File: src/rtl/sfm_pkg.sv
package sfm_pkg;
  typedef enum logic [2:0] {
    SK_OVH_FAST,
    SK_DUPLEX,
    SK_TAIL_L,
    SK_OVH_INTL,
    SK_SIMPLEX,
    SK_CTRL,
    SK_TAIL_A
  } slot_e;
endpackage

File: src/rtl/sfm_slot_decode.sv
module sfm_slot_decode
  import sfm_pkg::*;
#(
  parameter int FAST_BYTES = 5,
  parameter int INTL_BYTES = 48,
  parameter int POS_W      = 6
) (
  input  logic [POS_W-1:0] pos_i,
  output slot_e            kind_o
);
  localparam logic [POS_W-1:0] P_DX_END  = POS_W'(FAST_BYTES);
  localparam logic [POS_W-1:0] P_TAIL_F  = POS_W'(FAST_BYTES + 1);
  localparam logic [POS_W-1:0] P_OVH_I   = POS_W'(FAST_BYTES + 2);
  localparam logic [POS_W-1:0] P_SX_END  = POS_W'(FAST_BYTES + 2 + INTL_BYTES);
  localparam logic [POS_W-1:0] P_CTRL    = POS_W'(FAST_BYTES + 3 + INTL_BYTES);
  localparam logic [POS_W-1:0] P_TAIL_A  = POS_W'(FAST_BYTES + 4 + INTL_BYTES);

  always_comb begin
    if (pos_i == '0)              kind_o = SK_OVH_FAST;
    else if (pos_i <= P_DX_END)   kind_o = SK_DUPLEX;
    else if (pos_i == P_TAIL_F)   kind_o = SK_TAIL_L;
    else if (pos_i == P_OVH_I)    kind_o = SK_OVH_INTL;
    else if (pos_i <= P_SX_END)   kind_o = SK_SIMPLEX;
    else if (pos_i == P_CTRL)     kind_o = SK_CTRL;
    else if (pos_i == P_TAIL_A)   kind_o = SK_TAIL_A;
    else                          kind_o = SK_TAIL_L;
  end
endmodule

File: src/rtl/sfm_frame_seq.sv
module sfm_frame_seq #(
  parameter int FRAME_LEN = 59,
  parameter int FRAMES    = 69,
  parameter int POS_W     = 6,
  parameter int FNUM_W    = 7
) (
  input  logic              clk,
  input  logic              rst,
  input  logic              tick_i,
  output logic              busy_o,
  output logic [POS_W-1:0]  pos_o,
  output logic [FNUM_W-1:0] fnum_o
);
  localparam logic [POS_W-1:0]  P_LAST = POS_W'(FRAME_LEN - 1);
  localparam logic [FNUM_W-1:0] F_LAST = FNUM_W'(FRAMES - 1);

  always_ff @(posedge clk) begin
    if (rst) begin
      busy_o <= 1'b0;
      pos_o  <= '0;
      fnum_o <= '0;
    end else if (!busy_o) begin
      if (tick_i) begin
        busy_o <= 1'b1;
        pos_o  <= '0;
      end
    end else if (pos_o == P_LAST) begin
      busy_o <= 1'b0;
      pos_o  <= '0;
      fnum_o <= (fnum_o == F_LAST) ? '0 : fnum_o + 1'b1;
    end else begin
      pos_o <= pos_o + 1'b1;
    end
  end
endmodule

File: src/rtl/sf_mux.sv
module sf_mux
  import sfm_pkg::*;
#(
  parameter int          DATA_W      = 8,
  parameter int          FAST_BYTES  = 5,
  parameter int          INTL_BYTES  = 48,
  parameter int          DATA_FRAMES = 68,
  parameter logic [7:0]  SYNC_FILL   = 8'h3C,
  parameter logic [7:0]  TAIL_A_BYTE = 8'hA5,
  parameter logic [7:0]  TAIL_L_BYTE = 8'h5A
) (
  input  logic              clk,
  input  logic              rst,
  input  logic              frame_tick_i,
  input  logic [DATA_W-1:0] sx_data_i,
  input  logic              sx_valid_i,
  output logic              sx_ready_o,
  input  logic [DATA_W-1:0] ct_data_i,
  input  logic              ct_valid_i,
  output logic              ct_ready_o,
  input  logic [DATA_W-1:0] dx_data_i,
  input  logic              dx_valid_i,
  output logic              dx_ready_o,
  input  logic [DATA_W-1:0] ovh_fast_i,
  input  logic [DATA_W-1:0] ovh_intl_i,
  output logic [DATA_W-1:0] byte_o,
  output logic              byte_valid_o,
  output logic              frame_start_o,
  output logic              sf_start_o,
  output logic              sync_frame_o,
  output logic              underrun_o
);
  localparam int FRAME_LEN = FAST_BYTES + INTL_BYTES + 6;
  localparam int FRAMES    = DATA_FRAMES + 1;
  localparam int POS_W     = $clog2(FRAME_LEN);
  localparam int FNUM_W    = $clog2(FRAMES);
  localparam int HALF      = DATA_FRAMES / 2;
  localparam logic [FNUM_W-1:0] F_SYNC = FNUM_W'(DATA_FRAMES);
  localparam logic [FNUM_W-1:0] F_H0   = FNUM_W'(HALF);
  localparam logic [FNUM_W-1:0] F_H1   = FNUM_W'(HALF + 1);

  logic              busy;
  logic [POS_W-1:0]  pos;
  logic [FNUM_W-1:0] fnum;
  slot_e             kind;

  sfm_frame_seq #(
    .FRAME_LEN(FRAME_LEN), .FRAMES(FRAMES), .POS_W(POS_W), .FNUM_W(FNUM_W)
  ) u_seq (
    .clk(clk), .rst(rst), .tick_i(frame_tick_i),
    .busy_o(busy), .pos_o(pos), .fnum_o(fnum)
  );

  sfm_slot_decode #(
    .FAST_BYTES(FAST_BYTES), .INTL_BYTES(INTL_BYTES), .POS_W(POS_W)
  ) u_dec (
    .pos_i(pos), .kind_o(kind)
  );

  logic sync_fr, ovh_fr, ctrl_due;
  assign sync_fr  = (fnum == F_SYNC);
  assign ovh_fr   = (fnum == '0) || (fnum == FNUM_W'(1)) || (fnum == F_H0) || (fnum == F_H1);
  assign ctrl_due = ~fnum[0];

  logic [DATA_W-1:0] nxt;
  logic              due, have;

  always_comb begin
    sx_ready_o = 1'b0;
    ct_ready_o = 1'b0;
    dx_ready_o = 1'b0;
    nxt        = '0;
    due        = 1'b0;
    have       = 1'b0;
    if (busy && !sync_fr) begin
      case (kind)
        SK_OVH_FAST: nxt = ovh_fr ? ovh_fast_i : SYNC_FILL;
        SK_OVH_INTL: nxt = ovh_fr ? ovh_intl_i : SYNC_FILL;
        SK_DUPLEX: begin
          dx_ready_o = 1'b1;
          due        = 1'b1;
          have       = dx_valid_i;
          nxt        = dx_valid_i ? dx_data_i : '0;
        end
        SK_SIMPLEX: begin
          sx_ready_o = 1'b1;
          due        = 1'b1;
          have       = sx_valid_i;
          nxt        = sx_valid_i ? sx_data_i : '0;
        end
        SK_CTRL: begin
          if (ctrl_due) begin
            ct_ready_o = 1'b1;
            due        = 1'b1;
            have       = ct_valid_i;
            nxt        = ct_valid_i ? ct_data_i : '0;
          end
        end
        SK_TAIL_A: nxt = TAIL_A_BYTE;
        SK_TAIL_L: nxt = TAIL_L_BYTE;
        default:   nxt = '0;
      endcase
    end
  end

  always_ff @(posedge clk) begin
    if (rst) begin
      byte_o        <= '0;
      byte_valid_o  <= 1'b0;
      frame_start_o <= 1'b0;
      sf_start_o    <= 1'b0;
      sync_frame_o  <= 1'b0;
      underrun_o    <= 1'b0;
    end else begin
      byte_o        <= nxt;
      byte_valid_o  <= busy;
      frame_start_o <= busy && (pos == '0);
      sf_start_o    <= busy && (pos == '0) && (fnum == '0);
      sync_frame_o  <= busy && sync_fr;
      if (due && !have) underrun_o <= 1'b1;
    end
  end
endmodule

File: config.mk
export PLATFORM = sky130hd
export DESIGN_NAME = sf_mux
export DESIGN_NICKNAME = d
export VERILOG_FILES = /design/src/rtl/sfm_pkg.sv /design/src/rtl/sfm_slot_decode.sv /design/src/rtl/sfm_frame_seq.sv /design/src/rtl/sf_mux.sv
export SDC_FILE = /design/constraint.sdc
export NUM_CORES = 1
export LEC_CHECK = 0
export ABC_AREA = 1
export BUFFER_PORTS_ARGS = -buffer_cell sky130_fd_sc_hd__buf_4
export CORE_MARGIN = 3
export CORE_UTILIZATION = 51
export CTS_CLUSTER_DIAMETER = 30
export DETAILED_ROUTE_END_ITERATION = 10
export MAX_ROUTING_LAYER = met4
export PLACE_DENSITY = 0.8
export SLEW_MARGIN = 20
export SYNTH_ARGS = -nofsm -noshare
export SYNTH_HDL_FRONTEND = slang
export SYNTH_HIERARCHICAL = 1
export SYNTH_SLANG_ARGS = --single-unit
File: constraint.sdc
create_clock -name clk -period 2.2 [get_ports clk]
set_input_delay 0.33 -clock clk [delete_from_list [all_inputs] [get_ports clk]]
set_output_delay 0.33 -clock clk [all_outputs]
set_load 0.005 [all_outputs]
After elaboration in Yosys (flattened, before gate mapping). Index checks and enable logic that the tools add are counted.

$add $sub $neg: 2. Reductions and logical operators: 17. Equal/unequal tests: 15. Magnitude comparators: 2. Bitwise gates (word level): 1. Multiplexer cells: 33.

Operator list (number): case mux 8 bit (7 select lines) (1); two-way mux 8 bit (6); two-way mux 3 bit (7); == test 6 bit, second input constant (3); two-way mux 6 bit (3); == test 7 x 6 -> 1 bit, second input constant (2); two-way mux 1 bit (13); == test 6 x 3 -> 1 bit, second input constant (2); == test 3 bit, second input constant (3); adder 7 x 1 -> 7 bit, second input constant (1); == test 7 x 1 -> 1 bit, second input constant (1); == test 7 bit, second input constant (1); logical NOT 7 bit (1); two-way mux 7 bit (1); adder 6 x 1 -> 6 bit, second input constant (1); == test 3 x 2 -> 1 bit, second input constant (2); <= comparator 6 x 3 -> 1 bit, second input constant (1); <= comparator 6 bit, second input constant (1); logical NOT 6 bit (1); logical AND 1 bit (5); OR reduction 2 bit (2); == test 3 x 1 -> 1 bit, second input constant (1); logical NOT 3 bit (1); logical OR 1 bit (3); 6 further kinds (7).

Logic and storage cells: 79. Register bits after elaboration: 27. Bits of input ports: 46. Output and inout bits: 16.

Logic depth before layout (Yosys ltp).
Depth after elaboration: 13. Depth in mapped cells: 15. Mapped depth without buffers: 15.

Modules after synthesis. The synthesis kept the hierarchy.

Modules (own cells, without submodules): sf_mux (sequential area each 260.2 sq um, times used 1, cells an instance 197, area each 1041.0 sq um); sfm_frame_seq (sequential area each 280.3 sq um, times used 1, cells an instance 115, area each 754.5 sq um); sfm_slot_decode (sequential area each 0.0 sq um, times used 1, cells an instance 35, area each 162.7 sq um).

Least setup slack after synthesis. No wires, ideal clock.

Path type: flip-flop to flip-flop. Start: register u_seq.pos_o[2]. End: register byte_o[2]. Data required time: 2091 ps. Setup slack: 395 ps. Period minus slack after synthesis: 1805 ps. Setup time: 109 ps. Data arrival time: 1696 ps. Path buffers: 0. Stages on the path, launching flop included: 14. Cell sequence: dfxtp_1 inv_2 nor2_2 nand2_1 o21ai_1 inv_1 nand3_1 inv_1 nand2_1 nand2_1 nor2_1 nand3_1 nand2_1 inv_1.

Elaborated cells between the ends (all ways): 22. Classes of those cells: order compare (2); eq/ne (10); mux (8); reduce/logical (2).

RTL lines: start: declaration (line sfm_frame_seq.sv:11) `output logic [POS_W-1:0] pos_o,`; start signal: assignment (line sfm_frame_seq.sv:32) `pos_o <= pos_o + 1'b1;`; branches (longest 6 deep; another with <= comparator 6 bit); two-way mux 3 bit * (line sfm_slot_decode.sv:19) `if (pos_i == '0) kind_o = SK_OVH_FAST;`; named net kind[1] (line sf_mux.sv:45) `slot_e kind;`; == test 3 x 2 -> 1 bit (tied with other cells) (line sf_mux.sv:76) `case (kind)`; case mux 8 bit (7 select lines) * (line sf_mux.sv:76); end signal: assignment (line sf_mux.sv:115) `byte_o <= nxt;`; end: declaration (line sf_mux.sv:26) `output logic [DATA_W-1:0] byte_o,`.

Mark *: on every way through the listed nets, which the timed path passes. A chain may end at the register's enable or synchronous reset.

Worst setup path in the final report.
Start: register u_seq.pos_o[0]. End: output ct_ready_o.

Elaborated cells between the ends (all ways): 17. Classes of those cells: order compare (2); eq/ne (5); mux (9); reduce/logical (1).

RTL lines: branches (longest 6 deep; another with <= comparator 6 bit); two-way mux 3 bit * (line sfm_slot_decode.sv:19); named net kind[0] (line sf_mux.sv:45); == test 3 bit * (line sf_mux.sv:76); two-way mux 1 bit * (line sf_mux.sv:76); two-way mux 1 bit * (line sf_mux.sv:75) `if (busy && !sync_fr) begin`; end: declaration (line sf_mux.sv:20) `output logic ct_ready_o,`.

Marked as above.

==> results_dict.tcl <==
set metrics [dict create \
    dieHeight_um 68.0 \
    wl_mm 5.44 \
    vias_per_cell 4.95 \
    crit_slowest_cell "dfxtp_2" \
    synth_top_area_frac 0.276 \
    critical_path_buf_inv_count 2 \
    hold_viol 0 \
    whs_endpoint "u_seq/pos_o[3]$_SDFFE_PP0P_" \
    area_delta_synth_final_pct 35.1 \
    ir_drop_mv 0.279 \
    drcViolationCount 0 \
    crit_path_end_kind "output port" \
    cp_max_fo 9 \
    final_cell_mix "130 x nand2_1, 70 x buf_4, 51 x nor2_1" \
    cts_tree "yes" \
    antenna_cells 0 \
    status "finished clean" \
    slew_headroom 0.706 \
    hpwlAfterDp_mm 4.22 \
    path_delay_family "simple AND/OR/NAND/NOR gates" \
    ios 62 \
    r2r_slack_ps 340 \
    power.density_nw_per_um2 394 \
    p_leak_nw 1.43 \
    cts_buffers 3 \
    antenna_found_initial 0 \
    fin_area_um2 2650 \
    layout_commonest_cell "nand2_1" \
    gp_congestion 0.916 \
    synthTopCellsByArea "dfxtp_1 28%, nand2_1 25%, nor2_1 10%" \
    cp_common_cell "nand3_2" \
    drtIter0Drc 150 \
    synth_fp_nets 397 \
    yosysWarningCount 6 \
    crit_arrival_ps 1770 \
    hold_class "input port to register" \
    vias 2300 \
    fin_worst_skew_ps 5.24 \
    min_period_ps 2100 \
    holdWs_ps 257 \
    yosysSeqAreaShare 0.276 \
    start_util 0.556 \
    syn_area_per_cell_um2 5.64 \
    grt_use_total 0.237 \
    row_count 21 \
    grt_max_degree 18 \
    hold_path_depth 2 \
    final.period_utilization 0.954 \
    ys_seq_elements 27 \
    clock-sinks 27 \
    nets 470 \
    finalMaxSlewViolations 0 \
    ant_nets 0 \
    grt_pass1_vias 1888 \
    cts_max_level 1 \
    placedInstanceArea_um2 2500 \
    critical_path_class "register to output port" \
    core_area_um2 3520 \
    max_stage_delay_ps 420 \
    r2r_start "u_seq/pos_o[0]$_SDFFE_PP0P_" \
    startpoint_type "register" \
    ys_types 26 \
    drv_cap 0 \
    clock_latency_ps 290 \
    wire_per_inst_um 11.7 \
    drtPass1Iterations 4 \
    ff2ff_path_depth 13 \
    grt_pass1_wl_mm 8.24 \
    synthCells 347 \
    cts_max_path_buffers 2 \
    fmax_mhz 476 \
    die_area_um2 4620 \
    gr-total-overflow 0 \
    hold_buffers 0 \
    setup_viol 0 \
    drive_gt1_frac 0.265 \
    die_x_um 68.0 \
    syn-cell-area_um2 1960 \
    tightestPinTransition_ps 440 \
    port_buffers 61 \
    utilization 0.752 \
    synth_area_leader_cell "dfxtp_1" \
    holdCritStartpoint "rst" \
    cts_root_buf "clkbuf_8" \
    crit_chain "inv_1, nor2_1, nand3_2, nand2_2, nor2_2, nor2_4, nand3_2, nor3_2, buf_4" \
    clk_pin_slew_ps 110 \
    worstPathRequired_ps 1870 \
    r2r-end "byte_o[4]$_SDFF_PP0_" \
]
==> power by group <==
part	switching [W]	internal, W
Combinational	0.000108	0.000107
Sequential	0.0000116	0.000498
Clock	0.000185	0.000134
Total	0.000305	0.000739
==> area by class of cell <==
type,count,area (um2)
fillers,321,875
flip-flops and latches,27,558
clock inverters,1,8.76
clock buffers,3,41.3
inverters,53,199
well taps,46,57.6
multi-input cells,264,1240
repair buffers,71,537
==> sequential cells by signal, summed over array words and instances, names as in the netlist <==
| signal | cells |
|---|---|
| u_seq/pos_o | 6 |
| byte_o | 8 |
| sync_frame_o | 1 |
| u_seq/busy_o | 1 |
| underrun_o | 1 |
| byte_valid_o | 1 |
| frame_start_o | 1 |
| sf_start_o | 1 |
| u_seq/fnum_o | 7 |
==> what timing repair did <==
item	in CTS	in global routing
buffers inserted	0	4
endpoints found under the setup margin	3	3
pin swaps	0	1
resized for setup	4	18
==> how the worst max path moves through the flow <==
stage | startpoint | end | slack, ps | cells past startpoint
after floorplan | u_seq/pos_o[2]$_SDFFE_PP0P_ | byte_o[2]$_SDFF_PP0_ | 390 | 13
after global placement | u_seq/pos_o[3]$_SDFFE_PP0P_ | sx_ready_o | 240 | 8
after detailed placement | u_seq/pos_o[3]$_SDFFE_PP0P_ | ct_ready_o | 180 | 9
after CTS | u_seq/pos_o[4]$_SDFFE_PP0P_ | ct_ready_o | 20 | 7
after global routing | u_seq/pos_o[0]$_SDFFE_PP0P_ | sx_ready_o | -20 | 9
final | u_seq/pos_o[0]$_SDFFE_PP0P_ | ct_ready_o | 100 | 9
==> cells in the mapped netlist (all sizes together) <==
library cell / count
inv: 52
nand2: 133
nor3: 5
a21oi: 11
nand3b: 1
or2: 1
ha: 4
buf: 3
nor4: 1
dfxtp: 27
nand4: 6
xnor2: 2
clkinv: 1
o21ai: 11
nor2: 63
nand3: 26
==> routing by layer <==
| layer | routed length [um] | global-route usage | up-vias |
|---|---|---|---|
| met5 | 0 | - | - |
| met4 | 48 | 0.0720 | 0 |
| met3 | 352 | 0.0230 | 5 |
| met2 | 2570 | 0.384 | 83 |
| met1 | 2470 | 0.311 | 1004 |
| li1 | - | - | 1208 |
==> kinds of logic (layout without fill, tap and decap cells) <==
family	count (synthesis)	after routing	synth area share
xor+xnor	2	2	0.00895
simple gates	236	236	0.518
fa+ha+maj	4	4	0.0256
flops	27	27	0.276
buf+inv	56	128	0.112
compound gates	22	22	0.0601
==> stage by stage <==
stage	setup WS (ps)	std cells	setup TNS, ps	power [W]
floorplan	395	347	0	0.000625
global placement	244	457	0	0.000731
detailed placement	176	457	0	0.000733
CTS	19.6	461	0	0.00105
global route	-20.7	465	-47.3	0.00109
finish	101	465	0	0.00104
Power figures use the tool's default switching activity.
